$ cat config.mk
export PLATFORM = sky130hd
export DESIGN_NAME = alu8_flagged
export DESIGN_NICKNAME = d
export VERILOG_FILES = /design/src/rtl/alu8_pkg.sv /design/src/rtl/alu8_addsub.sv /design/src/rtl/alu8_logic.sv /design/src/rtl/alu8_step.sv /design/src/rtl/alu8_flagged.sv
export SDC_FILE = /design/constraint.sdc
export NUM_CORES = 1
export LEC_CHECK = 0
export BUFFER_PORTS_ARGS = -buffer_cell sky130_fd_sc_hd__buf_2
export CAP_MARGIN = 20
export CORE_ASPECT_RATIO = 0.75
export CORE_UTILIZATION = 50
export CTS_CLUSTER_SIZE = 10
export DETAILED_ROUTE_END_ITERATION = 10
export MAX_ROUTING_LAYER = met4
export PLACE_DENSITY = 0.76
export SETUP_SLACK_MARGIN = 0.2
export SLEW_MARGIN = 40
export SYNTH_ARGS = -nofsm -noshare
export SYNTH_HDL_FRONTEND = slang
export SYNTH_SLANG_ARGS = --single-unit
$ cat constraint.sdc
create_clock -name clk -period 3.63 [get_ports clk]
set_input_delay 0.726 -clock clk [delete_from_list [all_inputs] [get_ports clk]]
set_output_delay 0.726 -clock clk [all_outputs]
set_load 0.01 [all_outputs]
$ cat src/rtl/alu8_pkg.sv
// Package: shared operation codes and flag bit positions for the ALU.
// Assumes an 8-bit flag byte with the flags in the upper nibble.
package alu8_pkg;

    typedef enum logic [2:0] {
        OP_ADD = 3'b000,
        OP_ADC = 3'b001,
        OP_SUB = 3'b010,
        OP_SBC = 3'b011,
        OP_AND = 3'b100,
        OP_XOR = 3'b101,
        OP_OR  = 3'b110,
        OP_CMP = 3'b111
    } alu_op_e;

    localparam int FLAG_Z = 7;
    localparam int FLAG_N = 6;
    localparam int FLAG_H = 5;
    localparam int FLAG_C = 4;

endpackage

$ cat src/rtl/alu8_addsub.sv
// Module: shared adder/subtractor with nibble and full-width carry-outs.
// Assumes DATA_W is even; the "half" flag is taken at DATA_W/2.
// For subtraction, half and carry are borrows (1 = borrow taken).
module alu8_addsub #(
    parameter int DATA_W = 8
) (
    input  logic [DATA_W-1:0] a_i,
    input  logic [DATA_W-1:0] b_i,
    input  logic              sub_i,
    input  logic              cin_i,
    output logic [DATA_W-1:0] sum_o,
    output logic              half_o,
    output logic              carry_o
);
    localparam int HALF_W = DATA_W / 2;

    logic [HALF_W:0] lo_ext;
    logic [DATA_W:0] full_ext;

    // Low-nibble partial: its top bit is the half carry or borrow.
    always_comb begin
        if (sub_i)
            lo_ext = {1'b0, a_i[HALF_W-1:0]} - {1'b0, b_i[HALF_W-1:0]} - {{HALF_W{1'b0}}, cin_i};
        else
            lo_ext = {1'b0, a_i[HALF_W-1:0]} + {1'b0, b_i[HALF_W-1:0]} + {{HALF_W{1'b0}}, cin_i};
    end

    // Full-width operation: its top bit is the carry or borrow.
    always_comb begin
        if (sub_i)
            full_ext = {1'b0, a_i} - {1'b0, b_i} - {{DATA_W{1'b0}}, cin_i};
        else
            full_ext = {1'b0, a_i} + {1'b0, b_i} + {{DATA_W{1'b0}}, cin_i};
    end

    assign sum_o   = full_ext[DATA_W-1:0];
    assign half_o  = lo_ext[HALF_W];
    assign carry_o = full_ext[DATA_W];

endmodule

$ cat src/rtl/alu8_logic.sv
// Module: bitwise AND / XOR / OR unit.
// Assumes the caller picks the result that matches the operation code.
module alu8_logic #(
    parameter int DATA_W = 8
) (
    input  logic [DATA_W-1:0] a_i,
    input  logic [DATA_W-1:0] b_i,
    output logic [DATA_W-1:0] and_o,
    output logic [DATA_W-1:0] xor_o,
    output logic [DATA_W-1:0] or_o
);
    // Three parallel bitwise results.
    always_comb begin
        and_o = a_i & b_i;
        xor_o = a_i ^ b_i;
        or_o  = a_i | b_i;
    end

endmodule

$ cat src/rtl/alu8_step.sv
// Module: single-operand increment/decrement with a nibble-boundary flag.
// Assumes DATA_W is even. half_o marks a low nibble that wrapped:
// all zeros after an increment, all ones after a decrement.
module alu8_step #(
    parameter int DATA_W = 8
) (
    input  logic [DATA_W-1:0] val_i,
    input  logic              down_i,
    output logic [DATA_W-1:0] res_o,
    output logic              half_o
);
    localparam int HALF_W = DATA_W / 2;

    // Step by one in the chosen direction.
    always_comb begin
        if (down_i)
            res_o = val_i - {{(DATA_W-1){1'b0}}, 1'b1};
        else
            res_o = val_i + {{(DATA_W-1){1'b0}}, 1'b1};
    end

    // Nibble wrap detection on the stepped value.
    always_comb begin
        if (down_i)
            half_o = &res_o[HALF_W-1:0];
        else
            half_o = ~|res_o[HALF_W-1:0];
    end

endmodule

$ cat src/rtl/alu8_flagged.sv
// Module: top of the flag-generating ALU. Selects between the two-operand
// operations and the step path, builds the flag byte, and registers all
// outputs on the rising clock edge.
// Assumes a synchronous active-low reset. Compare drops the writeback strobe
// but still presents the difference on res_out.
module alu8_flagged
    import alu8_pkg::*;
#(
    parameter int DATA_W = 8
) (
    input  logic              clk,
    input  logic              rst_n,
    input  logic [2:0]        op_sel,
    input  logic              step_en,
    input  logic              step_down,
    input  logic [DATA_W-1:0] acc_in,
    input  logic [DATA_W-1:0] opd_in,
    input  logic              carry_in,
    output logic [DATA_W-1:0] res_out,
    output logic [7:0]        flags_out,
    output logic              wr_en_out
);
    alu_op_e op;
    logic    is_sub;
    logic    use_cin;

    logic [DATA_W-1:0] as_sum;
    logic              as_half;
    logic              as_carry;
    logic [DATA_W-1:0] lg_and, lg_xor, lg_or;
    logic [DATA_W-1:0] st_res;
    logic              st_half;

    logic [DATA_W-1:0] res_d;
    logic              n_d, h_d, c_d, wr_d;
    logic [7:0]        flags_d;

    // Decode the operation into subtract and carry-use controls.
    always_comb begin
        op      = alu_op_e'(op_sel);
        is_sub  = (op == OP_SUB) || (op == OP_SBC) || (op == OP_CMP);
        use_cin = (op == OP_ADC) || (op == OP_SBC);
    end

    alu8_addsub #(.DATA_W(DATA_W)) u_addsub (
        .a_i     (acc_in),
        .b_i     (opd_in),
        .sub_i   (is_sub),
        .cin_i   (use_cin & carry_in),
        .sum_o   (as_sum),
        .half_o  (as_half),
        .carry_o (as_carry)
    );

    alu8_logic #(.DATA_W(DATA_W)) u_logic (
        .a_i   (acc_in),
        .b_i   (opd_in),
        .and_o (lg_and),
        .xor_o (lg_xor),
        .or_o  (lg_or)
    );

    alu8_step #(.DATA_W(DATA_W)) u_step (
        .val_i  (opd_in),
        .down_i (step_down),
        .res_o  (st_res),
        .half_o (st_half)
    );

    // Choose the result, N/H/C flags and writeback strobe for this cycle.
    always_comb begin
        res_d = as_sum;
        n_d   = 1'b0;
        h_d   = 1'b0;
        c_d   = 1'b0;
        wr_d  = 1'b1;
        if (step_en) begin
            res_d = st_res;
            n_d   = step_down;
            h_d   = st_half;
            c_d   = carry_in;
        end else begin
            unique case (op)
                OP_ADD, OP_ADC, OP_SUB, OP_SBC, OP_CMP: begin
                    res_d = as_sum;
                    n_d   = is_sub;
                    h_d   = as_half;
                    c_d   = as_carry;
                    wr_d  = (op != OP_CMP);
                end
                OP_AND: begin
                    res_d = lg_and;
                    h_d   = 1'b1;
                end
                OP_XOR:  res_d = lg_xor;
                OP_OR:   res_d = lg_or;
                default: res_d = as_sum;
            endcase
        end
    end

    // Assemble the flag byte; zero comes from the truncated result.
    always_comb begin
        flags_d         = 8'h00;
        flags_d[FLAG_Z] = (res_d == '0);
        flags_d[FLAG_N] = n_d;
        flags_d[FLAG_H] = h_d;
        flags_d[FLAG_C] = c_d;
    end

    // Output registers with synchronous active-low reset.
    always_ff @(posedge clk) begin
        if (!rst_n) begin
            res_out   <= '0;
            flags_out <= 8'h00;
            wr_en_out <= 1'b0;
        end else begin
            res_out   <= res_d;
            flags_out <= flags_d;
            wr_en_out <= wr_d;
        end
    end

    // Reset clears every output one edge later.
    assert_reset_clear_R12: assert property (@(posedge clk)
        !rst_n |=> (res_out == '0 && flags_out == 8'h00 && !wr_en_out));

    // Compare never requests writeback.
    assert_cmp_no_write_R5: assert property (@(posedge clk) disable iff (!rst_n)
        ($past(rst_n) && !$past(step_en) && $past(op_sel) == OP_CMP) |-> !wr_en_out);

    // Every other operation does request writeback.
    assert_write_other_R11: assert property (@(posedge clk) disable iff (!rst_n)
        ($past(rst_n) && ($past(step_en) || $past(op_sel) != OP_CMP)) |-> wr_en_out);

    // Flag low nibble stays zero.
    assert_low_nibble_R11: assert property (@(posedge clk) disable iff (!rst_n)
        flags_out[3:0] == 4'h0);

    // Zero flag agrees with the registered result.
    assert_zero_flag_R8: assert property (@(posedge clk) disable iff (!rst_n)
        $past(rst_n) |-> (flags_out[FLAG_Z] == (res_out == '0)));

    // Step path passes the incoming carry through.
    assert_step_carry_R9: assert property (@(posedge clk) disable iff (!rst_n)
        ($past(rst_n) && $past(step_en)) |-> (flags_out[FLAG_C] == $past(carry_in)));

    // Logic operations clear subtract and carry.
    assert_logic_clear_R6: assert property (@(posedge clk) disable iff (!rst_n)
        ($past(rst_n) && !$past(step_en) && $past(op_sel[2]) && $past(op_sel) != OP_CMP)
        |-> (!flags_out[FLAG_N] && !flags_out[FLAG_C]));

    // Subtract-family operations set the subtract flag.
    assert_sub_flag_R3: assert property (@(posedge clk) disable iff (!rst_n)
        ($past(rst_n) && !$past(step_en) &&
         ($past(op_sel) == OP_SUB || $past(op_sel) == OP_SBC || $past(op_sel) == OP_CMP))
        |-> flags_out[FLAG_N]);

endmodule

==> results by group, run 1 <==
Die
  • Die height: a little under 60 µm
  • Ports: 41
  • Full die area: about 0.0046 mm²
  • Total core area: between 0.004 and 0.005 mm²
  • Die W: around 80 µm
  • FP Rows: 20
  • Initial core utilization: 0.530

Final layout
  • Layout cell share with drive strength beyond 1: 0.183
  • Antenna diodes: 0
  • Nets: 380
  • Non-filler cells, final: roughly 370
  • Syn-to-layout area delta: 13.0%

STA
  • RSZ-0062 raised after global routing: true
  • Worst hold slack: between 0.7 and 0.8 ns
  • Fin Setup TNS: 0 ns
  • Final Hold Fails: 0
  • Max Freq: roughly 300 MHz
  • Tmin final: around 3.3 ns
  • Max Slew Vio Count: 0
  • Tcrit/Tclk final: 0.923
  • Setup Viol. Count Final: 0

Flow run
  • Maxcap violations: 0

CTS
  • CTS tree: done
  • CTS Buf Count: 3
  • CTS clk-pin slew, worst paths: 0.05 ns
  • Sink Count: 13
  • Root Driver: clkbuf_8
  • Max Buffers Root-to-Sink: 2
  • H-tree levels: 1

Logic synthesis
  • Syn avg cell area: 7.86 µm²
  • Synth warn: 0
  • Synth cell types: between 50 and 60
  • Sequential fraction of the synthesis area: 0.120
  • Mapped Cells: between 200 and 300
  • Synth async-reset ratio: 0
  • EDFF count, synth: 0
  • Synthesized flop and latch total: 13
  • Top FF cell, synth: dfxtp_1
  • Synthesized area: 0.00218 mm²

Drt
  • Wire per inst: between 10 and 15 µm
  • Antenna-violating nets left: 0
  • Routed vias/inst: a little under 6
  • First drt pass iteration count: 5
  • DR vias: roughly 2,100
  • Post-Route WL: around 5400 µm
  • DR iter-0 viols: 196
  • DRC violations left: 0

Global route
  • GRT Residual Overflow: 0
  • Initial antenna violation count: 0
  • Number of global-route vias before repair: 1,790
  • GRT Total Usage: 0.253
  • Largest net degree at the start of global routing: 21
  • First-pass GRT wire length: around 8900 µm

Critical path
  • Slowest Stage Delay on Critical Path: just under 0.6 ns
  • Worst path cell trace: buf_2, nand3b_1, fa_2, inv_1, ha_1, xnor2_1, o22ai_1, o31a_1, or3b_1, or4b_1, nor4b_2
  • Slowest CP cell: fa_2
  • Kind of cell adding the most delay to the critical path: simple AND/OR/NAND/NOR gates
  • Kind of critical path: input port to flip-flop
  • Worst-path fanout max: 3
  • Critical Path AT: approximately 3.5 ns
  • Critical Path Start Type: input port
  • WP data required: roughly 3.8 ns
  • Crit. End Element: flip-flop
  • CP bufs+invs: 2

Run status
  • Status: finished, final reports clean

Power
  • Leak: 1.18 nW
  • Power per cell area: roughly 260 mW/mm²
  • Peak VDD IR: approximately 0.19 mV

Worst hold path
  • Hold Path Class: input port to flip-flop
  • Hold Crit Endpoint: flags_out[4]
  • Min-delay src: carry_in
  • Hold depth: 3

Placement
  • Post-detail-place hpwl: approximately 4400 µm
  • GPL Wtd Cong: around 0.94
  • Placed Cells: approximately 360
  • PortBufs: 36
==> report_power, final <==
part           total [mW]  switching, mW  internal, mW
Combinational       0.359          0.205         0.154
Sequential          0.159        0.00266         0.157
Clock               0.123         0.0455        0.0771
==> logic make-up (layout without fill, tap and decap cells) <==
| logic type | after synthesis | count (layout) | share of synthesized area |
|---|---|---|---|
| buffers and inverters | 43 | 75 | 0.0862 |
| flip-flops | 13 | 13 | 0.120 |
| other | 1 | 4 | 0.00172 |
| adder cells (fa/ha/maj) | 43 | 43 | 0.264 |
| XOR/XNOR | 13 | 13 | 0.0523 |
| AND/OR/NAND/NOR | 75 | 75 | 0.191 |
| AO/OA/AOI/OAI | 80 | 80 | 0.241 |
| multiplexers | 9 | 9 | 0.0431 |
==> metrics by stage <==
step	total power [mW]	cell area, µm²	util	worst slack, ns
finish	0.641	2460	0.600	0.280
global route	0.688	2460	0.600	0.174
CTS	0.638	2450	0.597	0.275
detailed placement	0.512	2410	0.586	0.0296
global placement	0.505	2410	0.586	0.0729
floorplan	0.420	2210	-	0.00674
==> state kept, by name (all words and copies together) (netlist names) <==
signal and flops:
flags_out 4, res_out 8, wr_en_out 1
==> cell usage in the layout (no fill, tap or decap), types with 6 or more instances in the layout <==
cell type  synthesis  layout
dfxtp_1           13      13
a21oi_1           18      18
xnor2_1            9       9
inv_1             27      27
buf_4              4       8
a211oi_1           9       9
ha_1              38      38
and2_1             7       7
nor2_1            17      17
nand2_1           14      14
nor2b_1            9       8
buf_2              3      36
o21ai_0           17      17
nor3_1             6       6
mux2i_1            6       6
==> per-layer routing <==
layer	track usage	part of all wire	up-vias
met5	-	0	-
met4	0.0397	0.0051	0
met3	0.00769	0.088	3
met2	0.383	0.42	100
met1	0.379	0.49	974
li1	-	-	1049
==> tightest hold or removal path, cell delays in order <==
cell and delay (ns):
buf_2 0.11, nand2_1 0.05, a21boi_0 0.08
==> synthesized netlist by cell type, types with 4 or more instances <==
| master | number | area (µm²) |
|---|---|---|
| nand2_1 | 14 | 52.6 |
| xnor2_1 | 9 | 78.8 |
| clkbuf_1 | 7 | 26.3 |
| inv_1 | 27 | 101 |
| ha_1 | 38 | 475 |
| dfxtp_1 | 13 | 260 |
| buf_4 | 4 | 30.0 |
| and2_1 | 7 | 43.8 |
| nor3_1 | 6 | 30.0 |
| mux2i_1 | 6 | 60.1 |
| xor2_1 | 4 | 35.0 |
| a21o_1 | 5 | 37.5 |
| fa_1 | 5 | 100 |
| o21ai_0 | 17 | 85.1 |
| nor4_1 | 4 | 25.0 |
| nor2b_1 | 9 | 56.3 |
| o211ai_1 | 5 | 37.5 |
| a211oi_1 | 9 | 67.6 |
| a21oi_1 | 18 | 90.1 |
| nor2_1 | 17 | 63.8 |
==> final cells by class <==
| type | instances | area (µm²) |
|---|---|---|
| multi-input combinational | 224 | 1750 |
| fill | 399 | 1640 |
| sequential | 13 | 260 |
| timing repair buffer | 44 | 240 |
| inverter | 27 | 101 |
| tap | 55 | 68.8 |
| clock buffer | 4 | 45.0 |
==> worst max path at each step <==
stage | from | endpoint | slack [ns] | cells past startpoint
after global placement | op_sel[2] | flags_out[7] | 0.07 | 10
after floorplan | op_sel[2] | flags_out[7] | 0.007 | 12
after CTS | op_sel[2] | flags_out[7] | 0.28 | 11
after detailed placement | op_sel[2] | flags_out[7] | 0.03 | 11
final | op_sel[2] | flags_out[7] | 0.28 | 11
after global routing | op_sel[2] | flags_out[7] | 0.17 | 11
==> repair_timing <==
| item | CTS | global route |
|---|---|---|
| resized for setup | 0 | 1 |
| hold buffers | 0 | 0 |
| hold endpoints to repair | 0 | 0 |
| endpoints found under the setup margin | 0 | 1 |
| buffers inserted | 0 | 1 |
No activity file was read; power rests on OpenSTA's default activity.
==> run 2: changes to the inputs <==
- PLACE_DENSITY: 0.76 -> 0.75
- SYNTH_HIERARCHICAL: default -> 1
==> results by group, run 2 <==
Logic synthesis
  • Post-synth top area share: 0.226
  • EDFF count, synth: 0
  • Synth cell types: 64
  • Synth async-reset ratio: 0
  • Mapped Cells: 311
  • Synthesized area: between 0.002 and 0.0025 mm²
  • Cell taking the most area after synthesis: ha_1
  • Synthesized flop and latch total: 13
  • Top post-synthesis cells by area: ha_1 (23%), dfxtp_1 (10%), inv_1 (8.6%), fa_1 (4.0%), xnor2_1 (3.9%)
  • Top FF cell, synth: dfxtp_1
  • Syn avg cell area: 7.99 µm²
  • Sequential fraction of the synthesis area: 0.105
  • Most frequent cell after synthesis: inv_1
  • Post-synth top cells: inv_1 (57), ha_1 (45), nor2_1 (18), a21oi_1 (15), nand2_1 (15)
  • Synth warn: 6

CTS
  • Sink Count: 13
  • Hold Buf Count CTS: 0
  • CTS Buf Count: 3
  • Root Driver: clkbuf_8
  • Max Buffers Root-to-Sink: 2
  • CTS clk-pin slew, worst paths: 0.05 ns
  • H-tree levels: 1
  • CTS tree: done

Drt
  • Wire per inst: about 15 µm
  • Routed vias/inst: between 5 and 6
  • DR iter-0 viols: between 150 and 200
  • First drt pass iteration count: 5
  • DR vias: around 2,300
  • Post-Route WL: ~6200 µm
  • DRC violations left: 0
  • Antenna-violating nets left: 0

Global route
  • Initial antenna violation count: 0
  • Largest net degree at the start of global routing: 28
  • GRT Total Usage: 0.243
  • First-pass GRT wire length: roughly 10,000 µm
  • GRT Residual Overflow: 0
  • Number of global-route vias before repair: ~2,000

Critical path
  • Crit. End Element: flip-flop
  • Critical Path Start Type: input port
  • Slowest Stage Delay on Critical Path: between 0.3 and 0.4 ns
  • Critical Path AT: 3.42 ns
  • Worst path cell trace: buf_2, inv_1, and3_4, inv_1, fa_2, fa_2, o21bai_1, a21oi_1, xnor2_1, nor2_1, a21oi_1, o31a_1, o41ai_2, o2111ai_1, nor3_2
  • WP data required: 3.79 ns
  • Slowest CP cell: fa_2
  • Kind of critical path: input port to flip-flop
  • Worst-path fanout max: 5

Power
  • Sequential Power Share: 0.220
  • Power per cell area: 261 mW/mm²
  • Peak VDD IR: between 0.2 and 0.25 mV
  • Pint: ~0.43 mW
  • Clock share of power: 0.170
  • Combinational power share: 0.610
  • Net Switching: ~0.3 mW
  • Leak: between 1 and 1.5 nW
  • Sw Share: 0.411

Die
  • Ports: 41
  • Die W: between 80 and 90 µm
  • Full die area: around 0.0053 mm²
  • Total core area: between 0.004 and 0.005 mm²
  • Initial core utilization: 0.538
  • FP Rows: 21
  • Die height: 63.1 µm

STA
  • RSZ-0062 raised after global routing: false
  • Tmin final: roughly 3.3 ns
  • Setup Viol. Count Final: 0
  • Final Hold Fails: 0
  • Max Slew Vio Count: 0
  • Worst hold slack: between 0.7 and 0.8 ns
  • Tcrit/Tclk final: 0.896
  • Max Freq: roughly 300 MHz

Final layout
  • Largest reg by FF count: res_out
  • Syn-to-layout area delta: 12.3%
  • Layout cell share with drive strength beyond 1: 0.199
  • Flip-flop and latch area: approximately 260 µm²
  • Nets: 426
  • Antenna diodes: 0
  • Largest register FFs: 8
  • Post-layout util: 0.604
  • Top flop regs: res_out x8, flags_out x4, wr_en_out x1
  • Non-filler cells, final: 408
  • Commonest cells after routing, fill and taps aside: inv_1 (57), ha_1 (45), buf_2 (36)
  • Filler Cells Inserted: about 440
  • Multi-input combinational cell area: roughly 0.0020 mm²
  • Commonest non-fill, non-tap cell in the layout: inv_1

Worst hold path
  • Hold Path Class: input port to flip-flop

Flow run
  • Maxcap violations: 0

Placement
  • Placed Cells: 403
  • Post-detail-place hpwl: roughly 5200 µm
  • GPL Wtd Cong: about 0.94
  • PortBufs: 36

Run status
  • Status: finished, final reports clean
[run 2: area by class of cell]
| type | count | share of cell area |
|---|---|---|
| Sequential cell | 13 | 0.0932 |
| Tap cell | 57 | 0.0255 |
| Clock buffer | 4 | 0.0161 |
| Timing Repair Buffer | 45 | 0.0887 |
| Inverter | 58 | 0.0780 |
| Multi-Input combinational cell | 231 | 0.698 |
[run 2: power groups by stage]
stage / clock [mW] / combinational, mW / sequential (mW)
floorplan: 0 / 0.308 / 0.171
global placement: 0 / 0.424 / 0.162
detailed placement: 0 / 0.430 / 0.163
CTS: 0.126 / 0.434 / 0.160
global route: 0.133 / 0.489 / 0.161
finish: 0.124 / 0.444 / 0.160
[run 2: critical path: cells and delay by family]
family / cells / cell delay, ns
compound gates: 6 / 1.19
xor+xnor: 1 / 0.13
fa+ha+maj: 2 / 0.70
buf+inv: 3 / 0.26
simple gates: 3 / 0.41
[run 2: repair_timing]
| item | in CTS | in global routing |
|---|---|---|
| gates resized for setup | 0 | 3 |
| buffers inserted | 0 | 1 |
| endpoints found under the setup margin | 0 | 1 |
[run 2: cell families (layout without fill, tap and decap cells)]
| family | count (synthesis) | in the layout | share of synthesized area |
|---|---|---|---|
| XOR/XNOR | 16 | 16 | 0.0564 |
| AO/OA/AOI/OAI | 74 | 74 | 0.234 |
| multiplexers | 15 | 15 | 0.0669 |
| other | 1 | 4 | 0.00151 |
| adder cells (fa/ha/maj) | 50 | 50 | 0.267 |
| AND/OR/NAND/NOR | 72 | 72 | 0.151 |
| flip-flops | 13 | 13 | 0.105 |
| buffers and inverters | 70 | 107 | 0.119 |
[run 2: path summary, 6_finish.rpt]
check	startpoint	endpoint	slack, ns	depth (start not counted)
worst max-delay path	op_sel[2]	flags_out[7]	0.38	15
worst min-delay path	carry_in	flags_out[4]	0.77	3
[run 2: metal layers]
| layer | up-vias | track usage | part of all wire |
|---|---|---|---|
| li1 | 1149 | - | - |
| met1 | 1044 | 0.371 | 0.51 |
| met2 | 90 | 0.346 | 0.42 |
| met3 | 7 | 0.0315 | 0.068 |
| met4 | 0 | 0.0339 | 0.0074 |
| met5 | - | - | 0 |
[run 2: through the flow]
| step | total power [mW] | instance area (µm²) | setup slack, ns | TNS, ns |
|---|---|---|---|---|
| floorplan | 0.479 | 2500 | 0.254 | 0 |
| global placement | 0.586 | 2730 | 0.0922 | 0 |
| detailed placement | 0.594 | 2730 | -0.0379 | -0.0379 |
| CTS | 0.721 | 2780 | 0.206 | 0 |
| global route | 0.784 | 2790 | 0.232 | 0 |
| finish | 0.728 | 2790 | 0.376 | 0 |
